--- config.mk ---
export PLATFORM = sky130hd
export DESIGN_NAME = sched_queue
export DESIGN_NICKNAME = d
export VERILOG_FILES = /design/src/rtl/sq_pkg.sv /design/src/rtl/sq_admit.sv /design/src/rtl/sq_pick.sv /design/src/rtl/sq_store.sv /design/src/rtl/sched_queue.sv
export SDC_FILE = /design/constraint.sdc
export NUM_CORES = 1
export LEC_CHECK = 0
export BUFFER_PORTS_ARGS = -buffer_cell sky130_fd_sc_hd__buf_2
export CORE_UTILIZATION = 45
export CTS_CLUSTER_SIZE = 8
export DETAILED_ROUTE_END_ITERATION = 7
export GPL_TIMING_DRIVEN = 0
export PLACE_DENSITY = 0.62
export SLEW_MARGIN = 20
export SYNTH_ARGS = -nofsm -noshare
export SYNTH_HDL_FRONTEND = slang
export SYNTH_SLANG_ARGS = --single-unit
--- constraint.sdc ---
create_clock -name clk -period 5.87 [get_ports clk]
set_input_delay 0.587 -clock clk [delete_from_list [all_inputs] [get_ports clk]]
set_output_delay 0.587 -clock clk [all_outputs]
set_load 0.1 [all_outputs]
--- src/rtl/sq_pkg.sv ---
package sq_pkg;
  typedef enum logic [1:0] {
    SLOT_EMPTY   = 2'd0,
    SLOT_EXREADY = 2'd1,
    SLOT_SKIP    = 2'd2
  } slot_st_e;
endpackage

--- src/rtl/sq_admit.sv ---
module sq_admit (
  input  logic enq_valid,
  input  logic enq_scalar,
  input  logic vrf_grant,
  input  logic srf_grant,
  input  logic full,
  input  logic reins_valid,
  output logic enq_take,
  output logic reins_take,
  output logic rf_deny
);
  logic rf_ok;

  always_comb begin
    // scalar work needs only the scalar file; vector work needs both
    rf_ok      = srf_grant && (enq_scalar || vrf_grant);
    rf_deny    = enq_valid && !rf_ok;
    reins_take = reins_valid && !full;
    enq_take   = enq_valid && rf_ok && !full && !reins_valid;
  end
endmodule

--- src/rtl/sq_pick.sv ---
module sq_pick #(
  parameter int N = 8,
  localparam int IW = (N > 1) ? $clog2(N) : 1
) (
  input  logic [N-1:0]  req,
  output logic          hit,
  output logic [IW-1:0] idx
);
  always_comb begin
    hit = 1'b0;
    idx = '0;
    for (int i = N - 1; i >= 0; i--) begin
      if (req[i]) begin
        hit = 1'b1;
        idx = IW'(i);
      end
    end
  end
endmodule

--- src/rtl/sq_store.sv ---
module sq_store #(
  parameter int DEPTH = 8,
  parameter int TAG_W = 6,
  parameter int AGE_W = 8,
  localparam int IDX_W = (DEPTH > 1) ? $clog2(DEPTH) : 1,
  localparam int CNT_W = $clog2(DEPTH + 1)
) (
  input  logic             clk,
  input  logic             rst,
  input  logic             vdone_valid,
  input  logic [TAG_W-1:0] vdone_tag,
  input  logic             sdone_valid,
  input  logic [TAG_W-1:0] sdone_tag,
  input  logic             rm_en,
  input  logic [IDX_W-1:0] rm_idx,
  input  logic             ins_en,
  input  logic             ins_sorted,
  input  logic             ins_vpend,
  input  logic             ins_spend,
  input  logic [TAG_W-1:0] ins_tag,
  input  logic [AGE_W-1:0] ins_age,
  input  logic             ins_scalar,
  output logic [DEPTH-1:0] rdy,
  output logic [TAG_W-1:0] tag_o [DEPTH],
  output logic [AGE_W-1:0] age_o [DEPTH],
  output logic             sc_o  [DEPTH],
  output logic [CNT_W-1:0] count_o,
  output logic             full_o
);
  logic [TAG_W-1:0] tag_q [DEPTH];
  logic [AGE_W-1:0] age_q [DEPTH];
  logic             sc_q  [DEPTH];
  logic             vp_q  [DEPTH];
  logic             sp_q  [DEPTH];
  logic [CNT_W-1:0] cnt_q;

  logic             vp_c  [DEPTH];
  logic             sp_c  [DEPTH];

  logic [TAG_W-1:0] a_tag [DEPTH];
  logic [AGE_W-1:0] a_age [DEPTH];
  logic             a_sc  [DEPTH];
  logic             a_vp  [DEPTH];
  logic             a_sp  [DEPTH];
  logic [CNT_W-1:0] cnt_r;
  logic [CNT_W-1:0] pos;

  logic [TAG_W-1:0] n_tag [DEPTH];
  logic [AGE_W-1:0] n_age [DEPTH];
  logic             n_sc  [DEPTH];
  logic             n_vp  [DEPTH];
  logic             n_sp  [DEPTH];

  // completion updates land before the scan sees the entries
  always_comb begin
    for (int i = 0; i < DEPTH; i++) begin
      vp_c[i] = vp_q[i] && !(vdone_valid && tag_q[i] == vdone_tag);
      sp_c[i] = sp_q[i] && !(sdone_valid && tag_q[i] == sdone_tag);
      rdy[i]  = (CNT_W'(i) < cnt_q) && !vp_c[i] && !sp_c[i];
      tag_o[i] = tag_q[i];
      age_o[i] = age_q[i];
      sc_o[i]  = sc_q[i];
    end
  end

  // close the gap left by the dispatched entry
  always_comb begin
    for (int i = 0; i < DEPTH - 1; i++) begin
      if (rm_en && IDX_W'(i) >= rm_idx) begin
        a_tag[i] = tag_q[i+1];
        a_age[i] = age_q[i+1];
        a_sc[i]  = sc_q[i+1];
        a_vp[i]  = vp_c[i+1];
        a_sp[i]  = sp_c[i+1];
      end else begin
        a_tag[i] = tag_q[i];
        a_age[i] = age_q[i];
        a_sc[i]  = sc_q[i];
        a_vp[i]  = vp_c[i];
        a_sp[i]  = sp_c[i];
      end
    end
    a_tag[DEPTH-1] = tag_q[DEPTH-1];
    a_age[DEPTH-1] = age_q[DEPTH-1];
    a_sc[DEPTH-1]  = sc_q[DEPTH-1];
    a_vp[DEPTH-1]  = vp_c[DEPTH-1];
    a_sp[DEPTH-1]  = sp_c[DEPTH-1];
    cnt_r = cnt_q - CNT_W'(rm_en);
  end

  // insertion point: tail, or before the first entry not younger
  always_comb begin
    pos = cnt_r;
    if (ins_sorted) begin
      for (int i = DEPTH - 1; i >= 0; i--) begin
        if (CNT_W'(i) < cnt_r && a_age[i] >= ins_age) pos = CNT_W'(i);
      end
    end
  end

  always_comb begin
    for (int i = 0; i < DEPTH; i++) begin
      n_tag[i] = a_tag[i];
      n_age[i] = a_age[i];
      n_sc[i]  = a_sc[i];
      n_vp[i]  = a_vp[i];
      n_sp[i]  = a_sp[i];
    end
    if (ins_en) begin
      for (int i = 1; i < DEPTH; i++) begin
        if (CNT_W'(i) > pos) begin
          n_tag[i] = a_tag[i-1];
          n_age[i] = a_age[i-1];
          n_sc[i]  = a_sc[i-1];
          n_vp[i]  = a_vp[i-1];
          n_sp[i]  = a_sp[i-1];
        end
      end
      for (int i = 0; i < DEPTH; i++) begin
        if (CNT_W'(i) == pos) begin
          n_tag[i] = ins_tag;
          n_age[i] = ins_age;
          n_sc[i]  = ins_scalar;
          n_vp[i]  = ins_vpend;
          n_sp[i]  = ins_spend;
        end
      end
    end
  end

  always_ff @(posedge clk) begin
    if (rst) begin
      cnt_q <= '0;
      for (int i = 0; i < DEPTH; i++) begin
        vp_q[i] <= 1'b0;
        sp_q[i] <= 1'b0;
      end
    end else begin
      cnt_q <= cnt_r + CNT_W'(ins_en);
      for (int i = 0; i < DEPTH; i++) begin
        vp_q[i] <= n_vp[i];
        sp_q[i] <= n_sp[i];
      end
    end
  end

  always_ff @(posedge clk) begin
    for (int i = 0; i < DEPTH; i++) begin
      tag_q[i] <= n_tag[i];
      age_q[i] <= n_age[i];
      sc_q[i]  <= n_sc[i];
    end
  end

  assign count_o = cnt_q;
  assign full_o  = (cnt_q == CNT_W'(DEPTH));
endmodule

--- src/rtl/sched_queue.sv ---
module sched_queue #(
  parameter int DEPTH = 8,
  parameter int TAG_W = 6,
  parameter int AGE_W = 8
) (
  input  logic             clk,
  input  logic             rst,
  input  logic             enq_valid,
  input  logic [TAG_W-1:0] enq_tag,
  input  logic [AGE_W-1:0] enq_age,
  input  logic             enq_scalar,
  input  logic             vrf_grant,
  input  logic             srf_grant,
  output logic             enq_ack,
  output logic             rf_stall,
  output logic             rd_start_vec,
  output logic             rd_start_sca,
  output logic [TAG_W-1:0] rd_tag,
  input  logic             vdone_valid,
  input  logic [TAG_W-1:0] vdone_tag,
  input  logic             sdone_valid,
  input  logic [TAG_W-1:0] sdone_tag,
  input  logic             reins_valid,
  input  logic [TAG_W-1:0] reins_tag,
  input  logic [AGE_W-1:0] reins_age,
  input  logic             reins_scalar,
  output logic             reins_ack,
  input  logic             res_rdy,
  input  logic             ex_take,
  input  logic             ex_skip,
  output logic [1:0]       slot_st,
  output logic [TAG_W-1:0] slot_tag,
  output logic [AGE_W-1:0] slot_age,
  output logic             slot_scalar
);
  import sq_pkg::*;

  localparam int IDX_W = (DEPTH > 1) ? $clog2(DEPTH) : 1;
  localparam int CNT_W = $clog2(DEPTH + 1);

  logic             q_full;
  logic [CNT_W-1:0] q_count;
  logic [DEPTH-1:0] q_rdy;
  logic [TAG_W-1:0] q_tag [DEPTH];
  logic [AGE_W-1:0] q_age [DEPTH];
  logic             q_sc  [DEPTH];

  logic             enq_take, reins_take, rf_deny;
  logic             pick_hit, fire;
  logic [IDX_W-1:0] pick_idx;

  logic             ins_en, ins_vpend, ins_spend, ins_scalar;
  logic [TAG_W-1:0] ins_tag;
  logic [AGE_W-1:0] ins_age;

  slot_st_e         slot_q;

  sq_admit u_admit (
    .enq_valid   (enq_valid),
    .enq_scalar  (enq_scalar),
    .vrf_grant   (vrf_grant),
    .srf_grant   (srf_grant),
    .full        (q_full),
    .reins_valid (reins_valid),
    .enq_take    (enq_take),
    .reins_take  (reins_take),
    .rf_deny     (rf_deny)
  );

  always_comb begin
    ins_en = enq_take || reins_take;
    if (reins_take) begin
      ins_tag    = reins_tag;
      ins_age    = reins_age;
      ins_scalar = reins_scalar;
      ins_vpend  = 1'b0;
      ins_spend  = 1'b0;
    end else begin
      ins_tag    = enq_tag;
      ins_age    = enq_age;
      ins_scalar = enq_scalar;
      ins_vpend  = !enq_scalar;
      ins_spend  = 1'b1;
    end
  end

  sq_store #(.DEPTH(DEPTH), .TAG_W(TAG_W), .AGE_W(AGE_W)) u_store (
    .clk         (clk),
    .rst         (rst),
    .vdone_valid (vdone_valid),
    .vdone_tag   (vdone_tag),
    .sdone_valid (sdone_valid),
    .sdone_tag   (sdone_tag),
    .rm_en       (fire),
    .rm_idx      (pick_idx),
    .ins_en      (ins_en),
    .ins_sorted  (reins_take),
    .ins_vpend   (ins_vpend),
    .ins_spend   (ins_spend),
    .ins_tag     (ins_tag),
    .ins_age     (ins_age),
    .ins_scalar  (ins_scalar),
    .rdy         (q_rdy),
    .tag_o       (q_tag),
    .age_o       (q_age),
    .sc_o        (q_sc),
    .count_o     (q_count),
    .full_o      (q_full)
  );

  sq_pick #(.N(DEPTH)) u_pick (
    .req (q_rdy),
    .hit (pick_hit),
    .idx (pick_idx)
  );

  assign fire = pick_hit && res_rdy && (slot_q == SLOT_EMPTY);

  always_ff @(posedge clk) begin
    if (rst) begin
      slot_q       <= SLOT_EMPTY;
      slot_tag     <= '0;
      slot_age     <= '0;
      slot_scalar  <= 1'b0;
      enq_ack      <= 1'b0;
      reins_ack    <= 1'b0;
      rf_stall     <= 1'b0;
      rd_start_vec <= 1'b0;
      rd_start_sca <= 1'b0;
      rd_tag       <= '0;
    end else begin
      enq_ack      <= enq_take;
      reins_ack    <= reins_take;
      rf_stall     <= rf_deny;
      rd_start_sca <= enq_take;
      rd_start_vec <= enq_take && !enq_scalar;
      if (enq_take) rd_tag <= enq_tag;
      if (fire) begin
        slot_q      <= SLOT_EXREADY;
        slot_tag    <= q_tag[pick_idx];
        slot_age    <= q_age[pick_idx];
        slot_scalar <= q_sc[pick_idx];
      end else if (ex_take) begin
        slot_q <= SLOT_EMPTY;
      end else if (ex_skip && slot_q == SLOT_EXREADY) begin
        slot_q <= SLOT_SKIP;
      end
    end
  end

  assign slot_st = slot_q;
endmodule

==> results.yml, run 1 <==
critical_path:
  crit_chain: "xnor2_1 -> nand4_1 -> o31ai_1 -> a32o_2 -> o31ai_2 -> and2_1 -> buf_6 -> o31ai_4 -> buf_6 -> mux2_2 -> ha_1 -> nand4_1 -> o31ai_4 -> a22oi_2 -> buf_4 -> buf_4 -> a32o_2 -> buf_4 -> or4_4 -> nor2_4 -> buf_6 -> a222oi_1"
  cp_max_fo: 6
  critPathTopFamily: "compound AO/OA/AOI/OAI gates"
  worst-path-stages: 22
  slowest_stage: "o31ai_1"
  crit_start: "u_store.tag_q[1][13]"
  r2r_slack_ns: -0.16
  ff2ff_path_depth: 22
  critPathKind: "reg -> reg"
  required_ns: 6.13
  start_kind: "flip-flop"
  path_buf_inv: 6
  worst_ep_arrival_time_ns: 6.29
  slowest_delay_ns: 0.58
  worst_r2r_endpoint: "u_store.tag_q[1][9]"
  endpoint_kind: "flip-flop"
  rr_startpoint: "u_store.tag_q[1][13]"
global_route:
  overflow: 0
  grt_use_total: 0.334
  grt_max_degree: 17
  grt_antenna_before_repair: 0
  grt_first_pass_wirelength_um: 71000
  grt_pass1_vias: 11700
synthesis:
  async_reset_ff_frac: 0
  ys_seq_area_frac: 0.282
  synth_fp_nets: 1479
  yosysWarnings: 0
  syn_area_sq_um: 12400
  syn_area_per_cell_sq_um: 9.12
  synthTopCellsByArea: "dfxtp_1, mux2i_1, ha_1"
  synth-seq-cells: 167
  synth_top_area_frac: 0.246
  ys.flop_type: "dfxtp_1"
  synth_edf_count: 15
  yosysTopAreaCell: "dfxtp_1"
  synthCells: 1358
  yosys.cell_types.count: 86
min_path:
  hp-start: "ex_take"
  worstHoldPathType: "in -> reg"
  hold_depth: 2
  min_to: "slot_st[1]"
run:
  drv_cap: 0
layout:
  finish.utilization: 0.567
  antennaDiodeCount: 0
  drive_gt1_frac: 0.266
  nFillCells: 2429
  instances_no_fill: 1876
  num-nets-final: 1643
  syn_to_final_growth_pct: 23.4
timing:
  hold_viol: 0
  setup_slack_ns: -0.158
  fin_crit_sh: 1.03
  worstMarginPinSlew_ns: 1.09
  min_period_ns: 6.03
  finalMaxSlewViolations: 0
  finalClockSkew_ns: 0.0153
  fmax_mhz: 166
  setup_viol: 30
  rsz0062_at_grt: "true"
  max_slew_margin: 0.274
placement:
  dp_cells: 1772
  finalWeightedCongestion: 1.00
  port_buffers: 65
  hpwl_um: 35900
detailed_routing:
  route.vias.total: 12300
  wire_per_inst_um: 25.8
  routed_via_density: 6.55
  remaining_drc_errors: 0
  totalWireLength_um: 48400
  postRouteAntennaNets: 0
  drt-pass1-iter-count: 6
  drt_iter0_drc: 1482
floorplan:
  coreArea_sq_um: 27000
  start_util: 0.459
  die_w_um: 168
  die_y_um: 168
  rows: 60
  die-area_sq_um: 28200
  ioPinCount: 81
cts:
  clockRootBuffer: "clkbuf_16"
  clock_path_buffers: 2
  cts_tree: "yes"
  cts_sinks: 167
  ctsHtreeMaxLevel: 4
  clk-insertion-delay-late_ns: 0.44
  cts_buffers: 17
  clkTransAtPathRegs_ns: 0.08
run_status:
  status: "finished, violations left"
  violations: "setup timing"
[sequential cells by signal, indices dropped and copies added, names as in the netlist]
name,cells
u_store.vp_q,8
rd_start_sca,1
rd_start_vec,1
rd_tag,6
u_store.tag_q,48
slot_tag,6
u_store.count_o,4
slot_scalar,1
slot_age,8
slot_st,2
reins_ack,1
rf_stall,1
u_store.sp_q,8
u_store.age_q,64
u_store.sc_q,8
[layout by cell type, fill, tap and decap left out, types with 13 or more instances in the layout]
cell type,count
xnor2_1,63
edfxtp_1,15
inv_1,51
dfxtp_1,144
buf_4,91
mux2_2,29
nand4_1,19
nand2b_1,13
o221ai_1,15
a21o_1,13
mux2i_1,177
buf_2,83
o22a_1,16
a21oi_1,60
xor2_1,37
clkbuf_1,17
a22oi_1,19
clkbuf_16,19
nand2_1,66
o22ai_1,19
ha_1,66
a221oi_1,21
buf_6,17
nor2_1,75
o21ai_0,81
[area by class of cell]
cell class,count,area [sq um],area share
inverter,54,210,0.0138
sequential,167,3500,0.229
timing repair buffer,145,988,0.0647
clock buffer,25,527,0.0345
multi-input combinational,1049,8940,0.585
buffer,88,624,0.0409
tap,341,427,0.0279
clock inverter,7,58.8,0.00385
[metal layers]
metal	part of all wire	track usage	vias to the layer above
li1	-	-	5451
met1	0.42	0.450	5967
met2	0.44	0.525	734
met3	0.086	0.0454	134
met4	0.049	0.162	0
met5	0	0	-
[worst max-delay path by stage]
| stage | end | slack [ns] |
|---|---|---|
| 6_report | u_store.tag_q[1][9] | -0.16 |
| 5_1_grt | u_store.vp_q[1][2] | -0.12 |
| 4_1_cts | u_store.vp_q[0][2] | 0.01 |
| 3_5_place_dp | u_store.tag_q[1][14] | -1.60 |
| 3_3_place_gp | u_store.age_q[1][22] | -2.22 |
| 2_1_floorplan | u_store.vp_q[1][2] | 0.14 |
[through the flow]
stage                     hold WS, ns  worst slack (ns)  instance area [sq um]  TNS [ns]
after global routing            0.300            -0.116                  15300     -2.92
after global placement          0.469             -2.22                  13100   -207.68
final                           0.314            -0.158                  15300     -1.60
after CTS                       0.309            0.0107                  14400         0
after detailed placement        0.489             -1.60                  13200   -188.05
after floorplan                 0.524             0.142                  12400         0
[cells by family (layout without fill, tap and decap cells)]
group                    Yosys count  in the layout  share of synthesized area
AND/OR/NAND/NOR                  254            254                     0.0999
AO/OA/AOI/OAI                    402            402                      0.239
XOR/XNOR                         101            101                     0.0714
multiplexers                     224            224                      0.184
buffers and inverters            142            319                     0.0543
adder cells (fa/ha/maj)           68             68                     0.0687
flip-flops                       167            167                      0.282
[repair_timing]
action,4_1_cts,5_1_grt
hold buffers,0,0
buffers inserted,29,42
gates resized for setup,96,136
pin swaps,19,39
endpoints found under the hold margin,0,0
setup endpoints to repair,151,136
gates cloned,0,1
[cell usage after synthesis, types with 19 or more instances]
library cell,number
a21oi_1,65
a221oi_1,21
a22oi_1,22
buf_2,33
clkbuf_1,31
dfxtp_1,152
ha_1,68
inv_1,53
mux2_2,29
mux2i_1,195
nand2_1,71
nand4_1,19
nor2_1,83
o21ai_0,88
o22ai_1,19
xnor2_1,63
xor2_1,38
Power of run 1 is not shown: default switching activity piles up to over one toggle a cycle in this logic, so the estimate is an artifact.
==> run 2: changes to the inputs <==
Settings changed: PLACE_DENSITY 0.62 to 0.59.
Clock period 5.87 ns to 7.4 ns, I/O delays scaled along.
==> results.yml, run 2 (synthesized netlist as in run 1, its figures left out) <==
timing:
  setup_viol: 0
  hold_ws_ns: 0.459
  finalClockSkew_ns: 0.0151
  setup_tns_ns: 0
  hold_viol: 0
  fmax_mhz: 138
  max_slew_margin: 0.272
  fin_crit_sh: 0.976
  finalMaxSlewViolations: 0
  setup_slack_ns: 0.175
  min_period_ns: 7.23
  worstMarginPinSlew_ns: 1.09
  rsz0062_at_grt: "false"
cts:
  cts_tree: "yes"
  clkTransAtPathRegs_ns: 0.08
  clock_path_buffers: 2
  clockRootBuffer: "clkbuf_16"
  cts_buffers: 17
  clk-insertion-delay-late_ns: 0.45
  ctsHtreeMaxLevel: 4
  cts_sinks: 167
placement:
  dp_cells: 1771
  port_buffers: 65
  pre_cts_ws_ns: -0.136
  finalWeightedCongestion: 0.956
  hpwl_um: 36400
layout:
  layout_commonest_cell: "mux2i_1"
  syn_to_final_growth_pct: 12.2
  largest_register_ffs: 64
  drive_gt1_frac: 0.161
  reg_top3: "u_store.age_q x64, u_store.tag_q x48"
  nFillCells: 2609
  top_register: "u_store.age_q"
  antennaDiodeCount: 0
  num-nets-final: 1570
  layout_common_cells: "mux2i_1, dfxtp_1, buf_2"
  instances_no_fill: 1803
detailed_routing:
  drt_iter0_drc: 1390
  route.vias.total: 11500
  wire_per_inst_um: 25.7
  postRouteAntennaNets: 0
  remaining_drc_errors: 0
  drt-pass1-iter-count: 6
  totalWireLength_um: 46300
  routed_via_density: 6.40
min_path:
  worstHoldPathType: "in -> reg"
floorplan:
  die_w_um: 168
  start_util: 0.459
  coreArea_sq_um: 27000
  ioPinCount: 81
  die-area_sq_um: 28200
  rows: 60
  die_y_um: 168
critical_path:
  critPathKind: "in -> reg"
  start_kind: "primary input"
  cp_max_fo: 10
  worst_ep_arrival_time_ns: 7.38
  required_ns: 7.56
  endpoint_kind: "flip-flop"
global_route:
  grt_pass1_vias: 11100
  grt_first_pass_wirelength_um: 69000
  overflow: 0
  grt_use_total: 0.327
  grt_max_degree: 18
  grt_antenna_before_repair: 0
run_status:
  status: "completed"
run:
  drv_cap: 0
[run 2: cell types whose count changed in the layout (fill, tap and decap cells not counted), sizes merged]
cell / delta
clkbuf: -10
clkdlybuf4s15: +1
inv: +11
buf: -71
clkinvlp: -3
clkinv: -1
[run 2: final cells by class]
| type | instances | area [sq um] | area share |
|---|---|---|---|
| buffer | 88 | 475 | 0.0342 |
| clock inverter | 14 | 125 | 0.00901 |
| inverter | 54 | 203 | 0.0146 |
| sequential | 167 | 3490 | 0.252 |
| tap | 341 | 427 | 0.0307 |
| multi-input combinational | 1049 | 8320 | 0.599 |
| clock buffer | 18 | 450 | 0.0324 |
| timing repair buffer | 72 | 393 | 0.0283 |
[run 2: critical path, cell delays in order]
cell,delay (ns)
buf_4,0.18
xnor2_1,0.20
nand4_1,0.17
o31ai_1,0.60
a32o_2,0.27
a22oi_2,0.12
and2_1,0.22
buf_6,0.16
o31ai_4,0.62
buf_6,0.29
mux2i_1,0.31
ha_1,0.28
nand2b_1,0.17
a2111oi_0,0.45
o31ai_1,0.22
a22oi_1,0.48
a2bb2oi_1,0.16
o21ai_2,0.28
buf_4,0.28
nand2_1,0.27
nor2_4,0.43
buf_4,0.34
mux2i_1,0.11
[run 2: timing repair]
action,4_1_cts,5_1_grt
resized for setup,0,12
hold buffers,0,0
endpoints found under the setup margin,0,89
setup buffers,0,0
[run 2: per-stage QoR]
step	instance area (sq um)	utilization
after floorplan	12400	-
after global placement	13100	0.487
after detailed placement	13200	0.491
after CTS	13800	0.513
after global routing	13900	0.515
final	13900	0.515
[run 2: layer usage]
| layer | track usage | wire (um) |
|---|---|---|
| met1 | 0.441 | 20700 |
| met2 | 0.527 | 21000 |
| met3 | 0.0437 | 3000 |
| met4 | 0.132 | 1680 |
| met5 | 0 | 0 |
[run 2: worst paths after layout]
check                       start                   end  slack [ns]  cells after the start
max reg2reg  u_store.tag_q[0][14]  u_store.tag_q[1][22]        0.21                     22
min                       ex_take            slot_st[1]        0.46                      2
min reg2reg             rd_tag[3]             rd_tag[3]        0.49                      2
max                  vdone_tag[2]  u_store.tag_q[1][22]        0.17                     23
Power of run 2 is left out for the same reason.
